===== config.mk =====
export PLATFORM = sky130hd
export DESIGN_NAME = irq_entry_seq
export DESIGN_NICKNAME = d
export VERILOG_FILES = /design/src/rtl/irq_seq_pkg.sv /design/src/rtl/irq_flag_bank.sv /design/src/rtl/irq_vec_gen.sv /design/src/rtl/irq_ctx_hold.sv /design/src/rtl/irq_entry_seq.sv
export SDC_FILE = /design/constraint.sdc
export NUM_CORES = 1
export LEC_CHECK = 0
export ABC_AREA = 0
export BUFFER_PORTS_ARGS = -buffer_cell sky130_fd_sc_hd__buf_2
export CAP_MARGIN = 20
export CORE_MARGIN = 5
export CORE_UTILIZATION = 44
export DETAILED_ROUTE_END_ITERATION = 8
export PLACE_DENSITY = 0.85
export SLEW_MARGIN = 25
export SYNTH_ARGS = -nofsm -noshare
export SYNTH_HDL_FRONTEND = slang
export SYNTH_SLANG_ARGS = --single-unit

===== constraint.sdc =====
create_clock -name clk -period 2.35 [get_ports clk]
set_input_delay 0 -clock clk [delete_from_list [all_inputs] [get_ports clk]]
set_output_delay 0 -clock clk [all_outputs]
set_load 0.05 [all_outputs]

===== src/rtl/irq_seq_pkg.sv =====
package irq_seq_pkg;

    typedef enum logic [2:0] {
        SQ_RUN   = 3'd0,
        SQ_SAVE  = 3'd1,
        SQ_VECT  = 3'd2,
        SQ_JUMP  = 3'd3,
        SQ_RLOAD = 3'd4,
        SQ_RNOP  = 3'd5
    } seq_state_e;

endpackage


===== src/rtl/irq_flag_bank.sv =====
module irq_flag_bank #(
    parameter int unsigned NSRC = 4,
    localparam int unsigned IDXW = (NSRC > 1) ? $clog2(NSRC) : 1
) (
    input  logic            clk,
    input  logic            rst_n,
    input  logic [NSRC-1:0] evt,
    input  logic            clr_en,
    input  logic [IDXW-1:0] clr_idx,
    output logic [NSRC-1:0] flags,
    output logic            any_pend,
    output logic [IDXW-1:0] pick_idx
);

    logic [NSRC-1:0] clr_vec;

    always_comb begin
        clr_vec = '0;
        if (clr_en) clr_vec[clr_idx] = 1'b1;
    end

    for (genvar gi = 0; gi < NSRC; gi++) begin : g_flag
        always_ff @(posedge clk or negedge rst_n) begin
            if (!rst_n)
                flags[gi] <= 1'b0;
            else
                flags[gi] <= (flags[gi] & ~clr_vec[gi]) | evt[gi];
        end
    end

    always_comb begin
        pick_idx = '0;
        for (int i = NSRC - 1; i >= 0; i--) begin
            if (flags[i]) pick_idx = IDXW'(i);
        end
    end

    assign any_pend = |flags;

    AST_FLAG_SET: assert property (@(posedge clk) disable iff (!rst_n)
        (|evt) |=> ((flags & $past(evt)) == $past(evt)));

endmodule


===== src/rtl/irq_vec_gen.sv =====
module irq_vec_gen #(
    parameter int unsigned NSRC       = 4,
    parameter int unsigned PCW        = 16,
    parameter int unsigned VEC_BASE   = 8,
    parameter int unsigned VEC_STRIDE = 4,
    localparam int unsigned IDXW = (NSRC > 1) ? $clog2(NSRC) : 1
) (
    input  logic [IDXW-1:0] idx,
    output logic [PCW-1:0]  slot_addr
);

    logic [PCW-1:0] slot_tab [NSRC];

    for (genvar gi = 0; gi < NSRC; gi++) begin : g_slot
        assign slot_tab[gi] = PCW'(VEC_BASE + gi * VEC_STRIDE);
    end

    assign slot_addr = slot_tab[idx];

endmodule


===== src/rtl/irq_ctx_hold.sv =====
module irq_ctx_hold #(
    parameter int unsigned PCW = 16,
    parameter int unsigned SW  = 8
) (
    input  logic           clk,
    input  logic           rst_n,
    input  logic           cap_handler,
    input  logic [PCW-1:0] handler_in,
    input  logic           cap_ret,
    input  logic [PCW-1:0] ret_pc_in,
    input  logic [SW-1:0]  ret_st_in,
    output logic [PCW-1:0] handler_q,
    output logic [PCW-1:0] ret_pc_q,
    output logic [SW-1:0]  ret_st_q
);

    always_ff @(posedge clk or negedge rst_n) begin
        if (!rst_n) begin
            handler_q <= '0;
        end else if (cap_handler) begin
            handler_q <= handler_in;
        end
    end

    always_ff @(posedge clk or negedge rst_n) begin
        if (!rst_n) begin
            ret_pc_q <= '0;
            ret_st_q <= '0;
        end else if (cap_ret) begin
            ret_pc_q <= ret_pc_in;
            ret_st_q <= ret_st_in;
        end
    end

endmodule


===== src/rtl/irq_entry_seq.sv =====
module irq_entry_seq
    import irq_seq_pkg::*;
#(
    parameter int unsigned NSRC       = 4,
    parameter int unsigned PCW        = 16,
    parameter int unsigned SW         = 8,
    parameter int unsigned VEC_BASE   = 8,
    parameter int unsigned VEC_STRIDE = 4
) (
    input  logic            clk,
    input  logic            rst_n,
    input  logic [NSRC-1:0] irq_evt,
    input  logic            instr_last,
    input  logic            ret_decode,
    input  logic [PCW-1:0]  pc_cur,
    input  logic [SW-1:0]   status_lo,
    output logic            vec_rd,
    output logic [PCW-1:0]  vec_addr,
    input  logic [PCW-1:0]  vec_data,
    output logic            stk_push,
    output logic [PCW-1:0]  stk_push_pc,
    output logic [SW-1:0]   stk_push_st,
    output logic            stk_pop,
    input  logic [PCW-1:0]  stk_pop_pc,
    input  logic [SW-1:0]   stk_pop_st,
    output logic            pc_load,
    output logic [PCW-1:0]  pc_load_val,
    output logic            st_load,
    output logic [SW-1:0]   st_load_val,
    output logic            nop_inject,
    output logic [NSRC-1:0] irq_flags,
    output logic            irq_masked
);

    localparam int unsigned IDXW = (NSRC > 1) ? $clog2(NSRC) : 1;

    seq_state_e      state_q, state_d;
    logic            mask_q;
    logic [IDXW-1:0] sel_q;
    logic            any_pend;
    logic [IDXW-1:0] pick_idx;
    logic            accept, ret_go;
    logic [PCW-1:0]  slot_addr;
    logic [PCW-1:0]  handler_q, ret_pc_q;
    logic [SW-1:0]   ret_st_q;

    irq_flag_bank #(.NSRC(NSRC)) u_flags (
        .clk      (clk),
        .rst_n    (rst_n),
        .evt      (irq_evt),
        .clr_en   (accept),
        .clr_idx  (pick_idx),
        .flags    (irq_flags),
        .any_pend (any_pend),
        .pick_idx (pick_idx)
    );

    irq_vec_gen #(
        .NSRC(NSRC), .PCW(PCW), .VEC_BASE(VEC_BASE), .VEC_STRIDE(VEC_STRIDE)
    ) u_vec (
        .idx       (sel_q),
        .slot_addr (slot_addr)
    );

    irq_ctx_hold #(.PCW(PCW), .SW(SW)) u_ctx (
        .clk         (clk),
        .rst_n       (rst_n),
        .cap_handler (vec_rd),
        .handler_in  (vec_data),
        .cap_ret     (ret_go),
        .ret_pc_in   (stk_pop_pc),
        .ret_st_in   (stk_pop_st),
        .handler_q   (handler_q),
        .ret_pc_q    (ret_pc_q),
        .ret_st_q    (ret_st_q)
    );

    assign ret_go = (state_q == SQ_RUN) && ret_decode;
    assign accept = (state_q == SQ_RUN) && !ret_decode && any_pend
                    && !mask_q && instr_last;

    // state register
    always_ff @(posedge clk or negedge rst_n) begin
        if (!rst_n) state_q <= SQ_RUN;
        else        state_q <= state_d;
    end

    // next state
    always_comb begin
        state_d = state_q;
        unique case (state_q)
            SQ_RUN: begin
                if (ret_go)      state_d = SQ_RLOAD;
                else if (accept) state_d = SQ_SAVE;
            end
            SQ_SAVE:  state_d = SQ_VECT;
            SQ_VECT:  state_d = SQ_JUMP;
            SQ_JUMP:  state_d = SQ_RUN;
            SQ_RLOAD: state_d = SQ_RNOP;
            SQ_RNOP:  state_d = SQ_RUN;
            default:  state_d = SQ_RUN;
        endcase
    end

    // mask and selected source
    always_ff @(posedge clk or negedge rst_n) begin
        if (!rst_n) begin
            mask_q <= 1'b0;
            sel_q  <= '0;
        end else begin
            if (accept) begin
                mask_q <= 1'b1;
                sel_q  <= pick_idx;
            end else if (state_q == SQ_RLOAD) begin
                mask_q <= 1'b0;
            end
        end
    end

    assign irq_masked = mask_q;

    // outputs
    always_comb begin
        vec_rd      = 1'b0;
        vec_addr    = '0;
        stk_push    = 1'b0;
        stk_push_pc = '0;
        stk_push_st = '0;
        pc_load     = 1'b0;
        pc_load_val = '0;
        st_load     = 1'b0;
        st_load_val = '0;
        nop_inject  = 1'b0;
        unique case (state_q)
            SQ_RUN: ;
            SQ_SAVE: begin
                stk_push    = 1'b1;
                stk_push_pc = pc_cur;
                stk_push_st = status_lo;
                nop_inject  = 1'b1;
            end
            SQ_VECT: begin
                vec_rd      = 1'b1;
                vec_addr    = slot_addr;
                pc_load     = 1'b1;
                pc_load_val = slot_addr;
                nop_inject  = 1'b1;
            end
            SQ_JUMP: begin
                pc_load     = 1'b1;
                pc_load_val = handler_q;
                nop_inject  = 1'b1;
            end
            SQ_RLOAD: begin
                pc_load     = 1'b1;
                pc_load_val = ret_pc_q;
                st_load     = 1'b1;
                st_load_val = ret_st_q;
            end
            SQ_RNOP: nop_inject = 1'b1;
            default: ;
        endcase
    end

    assign stk_pop = ret_go;

    AST_SAVE_AFTER_LAST: assert property (@(posedge clk) disable iff (!rst_n)
        stk_push |-> $past(instr_last));
    AST_SAVE_MASKED: assert property (@(posedge clk) disable iff (!rst_n)
        stk_push |-> irq_masked);
    AST_VECT_FOLLOWS_SAVE: assert property (@(posedge clk) disable iff (!rst_n)
        stk_push |=> (vec_rd && nop_inject && pc_load));
    AST_JUMP_HANDLER: assert property (@(posedge clk) disable iff (!rst_n)
        vec_rd |=> (pc_load && nop_inject && pc_load_val == $past(vec_data)));
    AST_RESTORE_LOADS: assert property (@(posedge clk) disable iff (!rst_n)
        stk_pop |=> (pc_load && st_load && pc_load_val == $past(stk_pop_pc)
                     && st_load_val == $past(stk_pop_st)));
    AST_UNMASK_AFTER_RESTORE: assert property (@(posedge clk) disable iff (!rst_n)
        st_load |=> (!irq_masked && nop_inject && !pc_load));
    AST_STROBES_EXCLUSIVE: assert property (@(posedge clk) disable iff (!rst_n)
        $onehot0({stk_push, vec_rd, stk_pop, st_load}));

endmodule


==> summary.txt, run 1 <==
Worst setup path
  • Required @ worst endpoint: roughly 2.4 ns
  • Buf+Inv Stages, Crit Path: 1
  • Nature of the critical path endpoint: output port
  • Crit path max-delay family: simple AND/OR/NAND/NOR gates
  • Setup CP Type: reg2out
  • CP max stage delay: around 0.56 ns
  • Startpoint Class: flip-flop
  • WP data arrival: 2.16 ns
  • CP cell instances: nand2b_1 -> nor2_4 -> and2_1 -> buf_2
  • Worst Path Max Fanout: 19
  • CP max stage cell: dfrtp_1

Clock tree
  • CTS Buffer Depth: 2
  • Clock-pin slew on the worst setup and hold paths: approximately 0.09 ns
  • Worst-Skew Late Latency: 0.29 ns
  • CTS Hold Bufs: 45
  • Post-CTS Setup Inserts: 0
  • CTS sink cnt: 50
  • CTS Buf Count: 5
  • Post-CTS Resized: 0
  • Clk root buf: clkbuf_8
  • CTS tree: done
  • H-tree depth: 2

STA
  • Final min period: 2.16 ns
  • Final hold viol count: 0
  • Slew HR: 0.618
  • Post-route setup TNS: 0 ns
  • RSZ-0062 raised after global routing: false
  • Final setup viols: 0
  • Hold Slack: approximately 0.074 ns
  • Final Skew: ~0.0063 ns
  • Crit share post-route: 0.919
  • Slew Limit Fails: 0
  • Worst-margin pin slew: 0.571 ns
  • F_max: 463 MHz

Synth
  • Yosys warning count: 0
  • Synth Area in Compound Gates: 0.0930
  • Synth Area in Simple Gates: 0.145
  • Area share of fa/ha/maj cells after synthesis: 0
  • Synth top cells by count: 50 x dfrtp_1, 26 x and2_1, 22 x mux2_2
  • Largest family of logic cells by synthesized area: multiplexers
  • Multiplexer area fraction after synthesis: 0.199
  • Synth area leader: dfrtp_1
  • Main synth FF type: dfrtp_1
  • Synth area leaders: dfrtp_1 48%, mux2_4 10%, mux2_2 9.5%
  • XOR/XNOR Fraction of Synth Area: 0
  • Register bit total from synthesis: 50
  • Post-synth top area share: 0.480
  • EDFF count, synth: 0
  • Post-Syn Area: approximately 2600 um^2
  • Syn_area_per_cell: 12.7 um^2
  • Ys async rst share: 1.00
  • Syn Inst Count: around 200
  • Sequential area share after synthesis: 0.480
  • Count leader, synth: dfrtp_1
  • Yosys cell types: 37

Die
  • Row cnt: 28
  • Die height: just under 90 um
  • IO Count: 147
  • Die area: between 7000 and 8000 um^2
  • Starting density of the core: 0.446
  • Core area: around 5900 um^2
  • Die width: 87 um

Drt
  • First-pass DRT Iterations: 4
  • DRT iter0 DRCs: 67
  • Number of routed nets with antenna violations: 0
  • Via/cell ratio: ~4.8
  • Routed via count: around 2,200
  • Final WL: 6.98 mm
  • Drt drc: 0
  • DR WL/cell: about 15 um

Placed design
  • Input/output buffers: 133
  • Post-Place Cells: 405
  • Half-perimeter wire length after placement: roughly 4.8 mm
  • GPL Wtd Cong: roughly 0.8

Power and ir drop
  • Switching Share: 0.479
  • Leak: slightly below 2 nW
  • Total Power: around 5.1 mW
  • Combinational Power Share: 0.573
  • Worst vdd ir: just under 0.7 mV
  • Total net switching power: ~2.4 mW
  • Sequential share of power: 0.311
  • Total power divided by cell area: ~1300 nW/um^2
  • Int Power: between 2 and 3 mW
  • Clock power frac: 0.116

Global routing
  • Number of global-route vias before repair: roughly 2,300
  • Grt ovf: 0
  • Gr usage total: 0.188
  • First-pass GRT wire length: 11.2 mm
  • Pin count of the biggest net entering global routing: 27
  • Initial antenna violation count: 0

Run status
  • Status: complete, no violations

Final layout
  • Syn-to-layout area delta: 45.7%
  • Post-Layout Cell Count: around 460
  • Share of layout cells above drive strength 1: 0.496
  • Nets: 454

Job
  • Max-cap violations: 0

Worst hold path
  • Type of the worst min-delay path: in2reg
[power by group through the flow]
stage	Combinational [mW]	Clock [mW]	Sequential, mW
finish	2.91	0.588	1.58
global route	3.08	0.648	1.64
CTS	2.92	0.605	1.57
detailed placement	2.87	0	1.58
global placement	2.80	0	1.56
floorplan	2.41	0	1.50
[worst paths after layout]
kind,start,endpoint,slack (ns),depth (start not counted)
worst max-delay path,state_q[2],vec_addr[2],0.19,4
worst min register to register,u_ctx.ret_st_q[3],u_ctx.ret_st_q[3],0.51,1
worst max register to register,state_q[0],u_ctx.ret_pc_q[15],0.41,3
worst min-delay path,ret_decode,sel_q[1],0.07,4
min in group asynchronous,rst_n,u_flags.flags[0],0.24,2
max in group asynchronous,rst_n,u_ctx.ret_pc_q[4],1.36,3
[routing by layer]
layer / part of all wire / up-vias / wire length [um] / global-route usage
met3: 0.064 / 11 / 445 / 0.0407
met5: 0 / - / 0 / 0
li1: - / 1058 / - / -
met4: 0.013 / 0 / 88 / 0.0496
met1: 0.38 / 1088 / 2690 / 0.224
met2: 0.54 / 68 / 3760 / 0.339
[tightest hold or removal path: stages]
cell	delay (ns)
buf_2	0.10
nor3b_2	0.08
o211ai_1	0.09
a2bb2oi_1	0.07
[registers in the layout (all words and copies together) (netlist names)]
| register | flops |
|---|---|
| u_ctx.handler_q | 16 |
| u_ctx.ret_pc_q | 16 |
| u_ctx.ret_st_q | 8 |
| u_flags.flags | 4 |
| state_q | 3 |
| sel_q | 2 |
| irq_masked | 1 |
[through the flow]
| step | cell area, um^2 | util | worst slack [ns] |
|---|---|---|---|
| floorplan | 2650 | - | 0.554 |
| global placement | 3240 | 0.554 | 0.481 |
| detailed placement | 3240 | 0.554 | 0.411 |
| CTS | 3800 | 0.649 | 0.170 |
| global route | 3800 | 0.649 | 0.0465 |
| finish | 3800 | 0.650 | 0.190 |
[cells by family (layout without fill, tap and decap cells)]
group	Yosys count	count (layout)
AOI/OAI and AO/OA	30	30
DFF	50	50
and+or+nand+nor	58	58
other	1	14
buffers and inverters	26	192
muxes	40	40
[cell type report]
type                            instances  area, um^2
Antenna cell                            1        2.50
Clock buffer                            7        76.3
Clock inverter                          1        30.0
Fill cell                             475        2050
Inverter                                2        7.51
Multi-Input combinational cell        141        1190
Sequential cell                        50        1250
Tap cell                               75        93.8
Timing Repair Buffer                  182        1150
[cells in the final DEF (no fill, tap or decap), drive strengths merged, types with 2 or more instances in the layout]
cell and count:
a21o 4, a21oi 2, a22o 13, a22oi 3
and2 27, and3 8, buf 137, clkbuf 7
conb 13, dfrtp 50, dlygate4sd3 45, inv 2
mux2 40, nand2 3, nand4b 2, nor2 3
nor2b 2, nor3 4, nor3b 2, o2bb2ai 4
or2 2
(Power assumes the default switching activity.)
==> run 2: changes to the inputs <==
CORE_UTILIZATION = 46   (was 44)
PLACE_DENSITY = 0.86   (was 0.85)
SYNTH_HIERARCHICAL = 1   (was not set)
==> run 2 against run 1 <==
  * Final cell count grew 7.4%
  * Clock skew is 0.0016 ns higher
  * Sequential power decreased by 3%
  * Sequential cell count unchanged
  * Synthesized cell count is 18% higher
  * Die area rose by 5.9%
  * Clock power is 4.3% higher
  * Register-to-register slack better by 0.03 ns
  * Design area grew 8.5%
  * Critical path type unchanged
  * Largest cell class is now multi-input combinational cells
  * Global-route usage is 1.5 points higher
==> summary.txt, run 2 <==
Power and ir drop
  • Worst vdd ir: 0.837 mV (+23%)
  • Total power divided by cell area: 1350 nW/um^2 (+1.3%)
  • Int Power: 2.85 mW (+7.9%)
  • Total Power: 5.57 mW (+9.9%)
  • Leak: 2.13 nW (+8.7%)
  • Clock power frac: 0.110 (-0.006)
  • Combinational Power Share: 0.615 (+0.042)
  • Total net switching power: 2.73 mW (+12%)
  • Switching Share: 0.489 (+0.00970)
  • Sequential share of power: 0.275 (-0.036)

Die
  • Starting density of the core: 0.466 (+0.0204)
  • Row cnt: 29 (+3.6%)
  • Die height: 89.5 um (+2.9%)
  • Die width: 89.5 um (+2.9%)
  • Die area: 8020 um^2 (+5.9%)
  • IO Count: 147 (unchanged)
  • Core area: 6240 um^2 (+6.7%)

Synth
  • Yosys cell types: 34 (-8.1%)
  • Synth top cells by count: 50 x dfrtp_1, 40 x and2_1, 30 x mux2_4
  • EDFF count, synth: 0 (unchanged)
  • Synth area leader: dfrtp_1
  • Ys async rst share: 1.00 (unchanged)
  • Sequential area share after synthesis: 0.430 (-0.0497)
  • Synth area leaders: dfrtp_1 43%, mux2_4 15%, and2_1 8.6%
  • Count leader, synth: dfrtp_1
  • Yosys warning count: 6 (+6)
  • Post-Syn Area: 2910 um^2 (+12%)
  • Syn Inst Count: 241 (+18%)
  • Syn_area_per_cell: 12.1 um^2 (-5.1%)
  • Main synth FF type: dfrtp_1
  • Register bit total from synthesis: 50 (unchanged)
  • Post-synth top area share: 0.430 (-0.0497)

Final layout
  • # diodes: 0 (-1)
  • Multi-input gate area: 1450 um^2 (+22%)
  • Commonest cells after routing, fill and taps aside: 132 x buf_2, 50 x dfrtp_1, 46 x dlygate4sd3_1, 40 x and2_1, 30 x mux2_4
  • Share of layout cells above drive strength 1: 0.474 (-0.0225)
  • Nets: 488 (+7.5%)
  • Design area: 4130 um^2 (+8.5%)
  • Commonest non-fill, non-tap cell in the layout: buf_2
  • Largest regs: u_ctx/handler_q: 16 flops, u_ctx/ret_pc_q: 16 flops, u_ctx/ret_st_q: 8 flops
  • Syn-to-layout area delta: 41.7%
  • Fillers: 500 (+5.3%)
  • Register area: 1250 um^2 (unchanged)

Job
  • Max-cap violations: 0 (unchanged)

Drt
  • DRT iter0 DRCs: 82 (+22%)
  • Number of routed nets with antenna violations: 0 (unchanged)
  • Via/cell ratio: 4.76 (-1.9%)
  • Drt drc: 0 (unchanged)
  • First-pass DRT Iterations: 4 (unchanged)
  • DR WL/cell: 15.8 um (+4.0%)
  • Routed via count: 2,345 (+5.4%)
  • Final WL: 7.80 mm (+12%)

STA
  • Worst-margin pin slew: 0.628 ns (+0.0575 ns)
  • Crit share post-route: 0.888 (-0.0314)
  • Final Skew: 0.00781 ns (+0.00156 ns)
  • F_max: 479 MHz (+3.5%)
  • Slew HR: 0.581 (-0.0374)
  • Slew Limit Fails: 0 (unchanged)
  • Final setup viols: 0 (unchanged)
  • Final min period: 2.09 ns (-0.0739 ns)
  • RSZ-0062 raised after global routing: false
  • Final hold viol count: 0 (unchanged)
  • Post-route setup TNS: 0 ns (unchanged)

Clock tree
  • CTS tree: done
  • CTS Buf Count: 5 (unchanged)
  • CTS Buffer Depth: 2 (unchanged)
  • H-tree depth: 2 (unchanged)
  • Clk root buf: clkbuf_8
  • Post-CTS Resized: 0 (unchanged)
  • Worst-Skew Late Latency: 0.29 ns (about the same)
  • CTS sink cnt: 50 (unchanged)
  • Clock-pin slew on the worst setup and hold paths: 0.08 ns (about the same)

Global routing
  • First-pass GRT wire length: 12.6 mm (+12%)
  • Initial antenna violation count: 0 (unchanged)
  • Grt ovf: 0 (unchanged)
  • Pin count of the biggest net entering global routing: 51 (+89%)
  • M3 GR Usage: 0.0378 (-0.00289)
  • Number of global-route vias before repair: 2,518 (+8.3%)
  • Gr usage total: 0.202 (+0.0146)
  • Gr busiest metal: met2
  • Grt met1 use: 0.257 (+0.0325)
  • Met2 Use GR: 0.348 (+0.00955)

Worst setup path
  • CP Launch Point: state_q[0]
  • Worst r2r dst: u_ctx/ret_st_q[5]
  • Worst Path Max Fanout: 19 (unchanged)
  • Reg-to-reg startpoint: state_q[2]
  • Critical path endpoint: pc_load_val[15]
  • WP data arrival: 2.09 ns (-0.07 ns)
  • Setup CP Type: reg2out
  • Reg2reg path depth: 4 (+1)
  • Startpoint Class: flip-flop
  • Required @ worst endpoint: 2.35 ns (about the same)
  • Reg2reg setup slack: 0.44 ns (+0.03 ns)
  • Nature of the critical path endpoint: output port

Placed design
  • GPL Wtd Cong: 0.795 (-0.91%)
  • Half-perimeter wire length after placement: 5.70 mm (+19%)
  • Input/output buffers: 133 (unchanged)
  • Placed inst area: 3550 um^2 (+9.6%)

Worst hold path
  • Type of the worst min-delay path: in2reg

Run status
  • Status: complete, no violations
## run 2: cell count changes after synthesis, sizes merged, moves of 3 or more
cell     before  now
a22o         13    0
and2         27   40
o2bb2ai       4   16
clkbuf        2    5
nor3          4    1
a22oi         3    0
inv           2    5
mux2i         0   16
buf          22   25
nor2          3   10
## run 2: worst min path at each step
stage | startpoint | to | cells after the start
after floorplan | rst_n | irq_masked | 0
after global placement | irq_evt[3] | u_flags/flags[3] | 2
after detailed placement | rst_n | u_ctx/handler_q[14] | 1
after CTS | instr_last | irq_masked | 4
after global routing | instr_last | irq_masked | 4
final | instr_last | irq_masked | 4
## run 2: routing by layer
layer	wire, um	share of wire
met3	346	0.044
met1	3200	0.41
met2	4130	0.53
met4	121	0.016
met5	0	0
## run 2: kinds of logic after synthesis
family,Yosys count,share of synthesized area
mux,58,0.256
flops,50,0.430
simple gates,74,0.159
compound gates,23,0.0641
buf+inv,35,0.0890
other cells,1,0.00129
## run 2: area by class of cell
type,count,share of cell area
Multi-Input combinational cell,168,0.352
Sequential cell,50,0.303
Timing Repair Buffer,186,0.289
Tap cell,77,0.0234
Clock buffer,6,0.0200
Clock inverter,1,0.00728
Inverter,5,0.00455
## run 2: power by group through the flow
stage	Combinational [mW]	Clock, mW	Sequential [mW]
after floorplan	2.81	0	1.47
after global placement	3.30	0	1.52
after detailed placement	3.36	0	1.54
after CTS	3.43	0.634	1.53
after global routing	3.61	0.667	1.59
final	3.43	0.613	1.54
## run 2: per-stage QoR
stage,cells,hold slack [ns],worst slack [ns],util
after global routing,493,0.194,0.109,0.661
after CTS,493,0.159,0.250,0.661
after global placement,440,0.181,0.528,0.569
final,493,0.163,0.264,0.661
after floorplan,253,-0.296,0.0240,-
after detailed placement,440,0.0689,0.453,0.569
## run 2: repair_timing
| item | in CTS | in global routing |
|---|---|---|
| buffers inserted | 0 | 0 |
| endpoints found under the hold margin | 95 | 0 |
| hold buffers | 46 | 0 |
## run 2: worst max-delay path: stages, from the launching register on
cell,delay (ns)
dfrtp_1,0.38
buf_4,0.24
nor2_1,0.12
buf_4,0.16
nand2_1,0.11
inv_2,0.30
o2bb2ai_1,0.17
buf_2,0.29
==> run 3: changes to the inputs <==
BUFFER_PORTS_ARGS = -buffer_cell sky130_fd_sc_hd__buf_4   (was -buffer_cell sky130_fd_sc_hd__buf_2)
==> run 3 against run 2 <==
  * Sequential power hardly changed
  * Non-clock buffer count decreased by 1
  * Utilization increased by 5.0 points
  * Worst hold slack improved by 0.015 ns
==> summary.txt, run 3 (synthesized netlist as in run 2, its figures left out) <==
Drt
  • First-pass DRT Iterations: 4 (unchanged)
  • Drt drc: 0 (unchanged)
  • DRT iter0 DRCs: 50 (-39%)
  • Via/cell ratio: 4.83 (+1.5%)
  • DR WL/cell: 16.7 um (+5.4%)
  • Final WL: 8.22 mm (+5.4%)
  • Routed via count: 2,381 (+1.5%)
  • Number of routed nets with antenna violations: 0 (unchanged)

Final layout
  • Post-Layout Cell Count: 493 (unchanged)
  • # diodes: 0 (unchanged)
  • Syn-to-layout area delta: 52.5%
  • Commonest non-fill, non-tap cell in the layout: buf_4
  • Nets: 487 (-0.20%)
  • Commonest cells after routing, fill and taps aside: 137 x buf_4, 50 x dfrtp_1, 46 x dlygate4sd3_1, 40 x and2_1, 30 x mux2_4
  • Core Util, Final: 0.711 (+0.0503)
  • Largest regs: u_ctx/handler_q: 16 flops, u_ctx/ret_pc_q: 16 flops, u_ctx/ret_st_q: 8 flops
  • Share of layout cells above drive strength 1: 0.471 (-0.00240)

STA
  • Slew Limit Fails: 0 (unchanged)
  • Final hold viol count: 0 (unchanged)
  • RSZ-0062 raised after global routing: false
  • Final Skew: 0.00922 ns (+0.00142 ns)
  • Final min period: 2.05 ns (-0.0324 ns)
  • Crit share post-route: 0.874 (-0.0138)
  • Final setup viols: 0 (unchanged)
  • Slew HR: 0.591 (+0.0104)
  • Worst-margin pin slew: 0.613 ns (-0.0155 ns)
  • Hold Slack: 0.178 ns (+0.0148 ns)
  • Post-route setup TNS: 0 ns (unchanged)
  • F_max: 487 MHz (+1.6%)

Clock tree
  • Clock-pin slew on the worst setup and hold paths: 0.09 ns (about the same)
  • Worst-Skew Late Latency: 0.29 ns (about the same)
  • CTS Buffer Depth: 2 (unchanged)
  • CTS sink cnt: 50 (unchanged)
  • Clk root buf: clkbuf_8
  • CTS Buf Count: 5 (unchanged)
  • H-tree depth: 2 (unchanged)
  • Post-CTS Resized: 0 (unchanged)
  • CTS tree: done

Die
  • Core area: 6240 um^2 (unchanged)
  • Row cnt: 29 (unchanged)
  • IO Count: 147 (unchanged)
  • Die width: 89.5 um (unchanged)
  • Starting density of the core: 0.466 (unchanged)
  • Die area: 8020 um^2 (unchanged)
  • Die height: 89.5 um (unchanged)

Worst setup path
  • Startpoint Class: flip-flop
  • WP data arrival: 2.05 ns (-0.04 ns)
  • Setup CP Type: reg2out
  • Reg2reg path depth: 4 (unchanged)
  • CP Launch Point: state_q[0]
  • Nature of the critical path endpoint: output port
  • Required @ worst endpoint: 2.35 ns (about the same)
  • Worst Path Max Fanout: 19 (unchanged)
  • Worst r2r dst: u_ctx/ret_st_q[5]
  • Reg-to-reg startpoint: state_q[2]
  • Critical path endpoint: pc_load_val[7]
  • Reg2reg setup slack: 0.46 ns (+0.02 ns)

Power and ir drop
  • Total power divided by cell area: 1290 nW/um^2 (-4.4%)
  • Worst vdd ir: 0.828 mV (-1.1%)
  • Leak: 2.19 nW (+2.9%)

Job
  • Max-cap violations: 0 (unchanged)

Placed design
  • GPL Wtd Cong: 0.748 (-6.0%)
  • Half-perimeter wire length after placement: 5.86 mm (+2.9%)
  • Post-Place Cells: 439 (-0.23%)
  • Input/output buffers: 133 (unchanged)

Global routing
  • Number of global-route vias before repair: 2,548 (+1.2%)
  • Gr usage total: 0.208 (+0.00557)
  • Initial antenna violation count: 0 (unchanged)
  • Pin count of the biggest net entering global routing: 51 (unchanged)
  • First-pass GRT wire length: 12.8 mm (+1.6%)
  • Grt ovf: 0 (unchanged)

Run status
  • Status: complete, no violations

Worst hold path
  • Type of the worst min-delay path: in2reg
  • Hold_sp: instr_last
[run 3: cell count changes in the layout (fill, tap and decap cells not counted), sizes merged]
cell    previous run  this run
buf              140       139
bufinv             1         0
clkbuf             6         7
clkinv             0         1
[run 3: metrics by stage]
step | instance area (um^2) | power [mW] | setup slack (ns)
2_1_floorplan | 2960 | 4.28 | 0.0240
4_1_cts | 4440 | 5.75 | 0.312
6_report | 4440 | 5.74 | 0.296
5_1_grt | 4440 | 6.02 | 0.146
3_5_place_dp | 3890 | 5.17 | 0.470
3_3_place_gp | 3890 | 5.08 | 0.526
[run 3: worst min-delay path by stage]
stage,endpoint,cells past startpoint
final,irq_masked,4
after CTS,u_flags/flags[1],4
after floorplan,irq_masked,0
after global routing,irq_masked,4
after global placement,u_ctx/handler_q[12],1
after detailed placement,u_ctx/handler_q[10],1
[run 3: repair_timing]
item / CTS / global route
hold buffers: 46 / 0
setup buffers: 0 / 0
endpoints found under the hold margin: 95 / 0
[run 3: layout make-up]
type,instances,area (um^2)
clock inverters,1,5.00
multi-input cells,168,1450
well taps,77,96.3
flip-flops and latches,50,1250
repair buffers,185,1530
inverters,5,18.8
fillers,456,1800
clock buffers,7,86.3
[run 3: routing by layer]
layer / vias up / global-route usage / wire (um)
met3: 8 / 0.0359 / 332
met4: 0 / 0.0609 / 103
met1: 1169 / 0.258 / 3310
met5: - / 0 / 0
met2: 57 / 0.368 / 4470
li1: 1147 / - / -
[run 3: where the power goes]
| group | total [mW] | switching [mW] | internal, mW |
|---|---|---|---|
| sequential | 1.54 | 0.278 | 1.26 |
| combinational | 3.70 | 2.21 | 1.48 |
| clock | 0.503 | 0.265 | 0.238 |
[run 3: worst max-delay path, stage by stage, from the launching register on]
cell	delay, ns
dfrtp_1	0.38
buf_4	0.24
nor2_1	0.12
buf_4	0.17
nand2_1	0.12
inv_2	0.33
o2bb2ai_1	0.17
buf_4	0.22
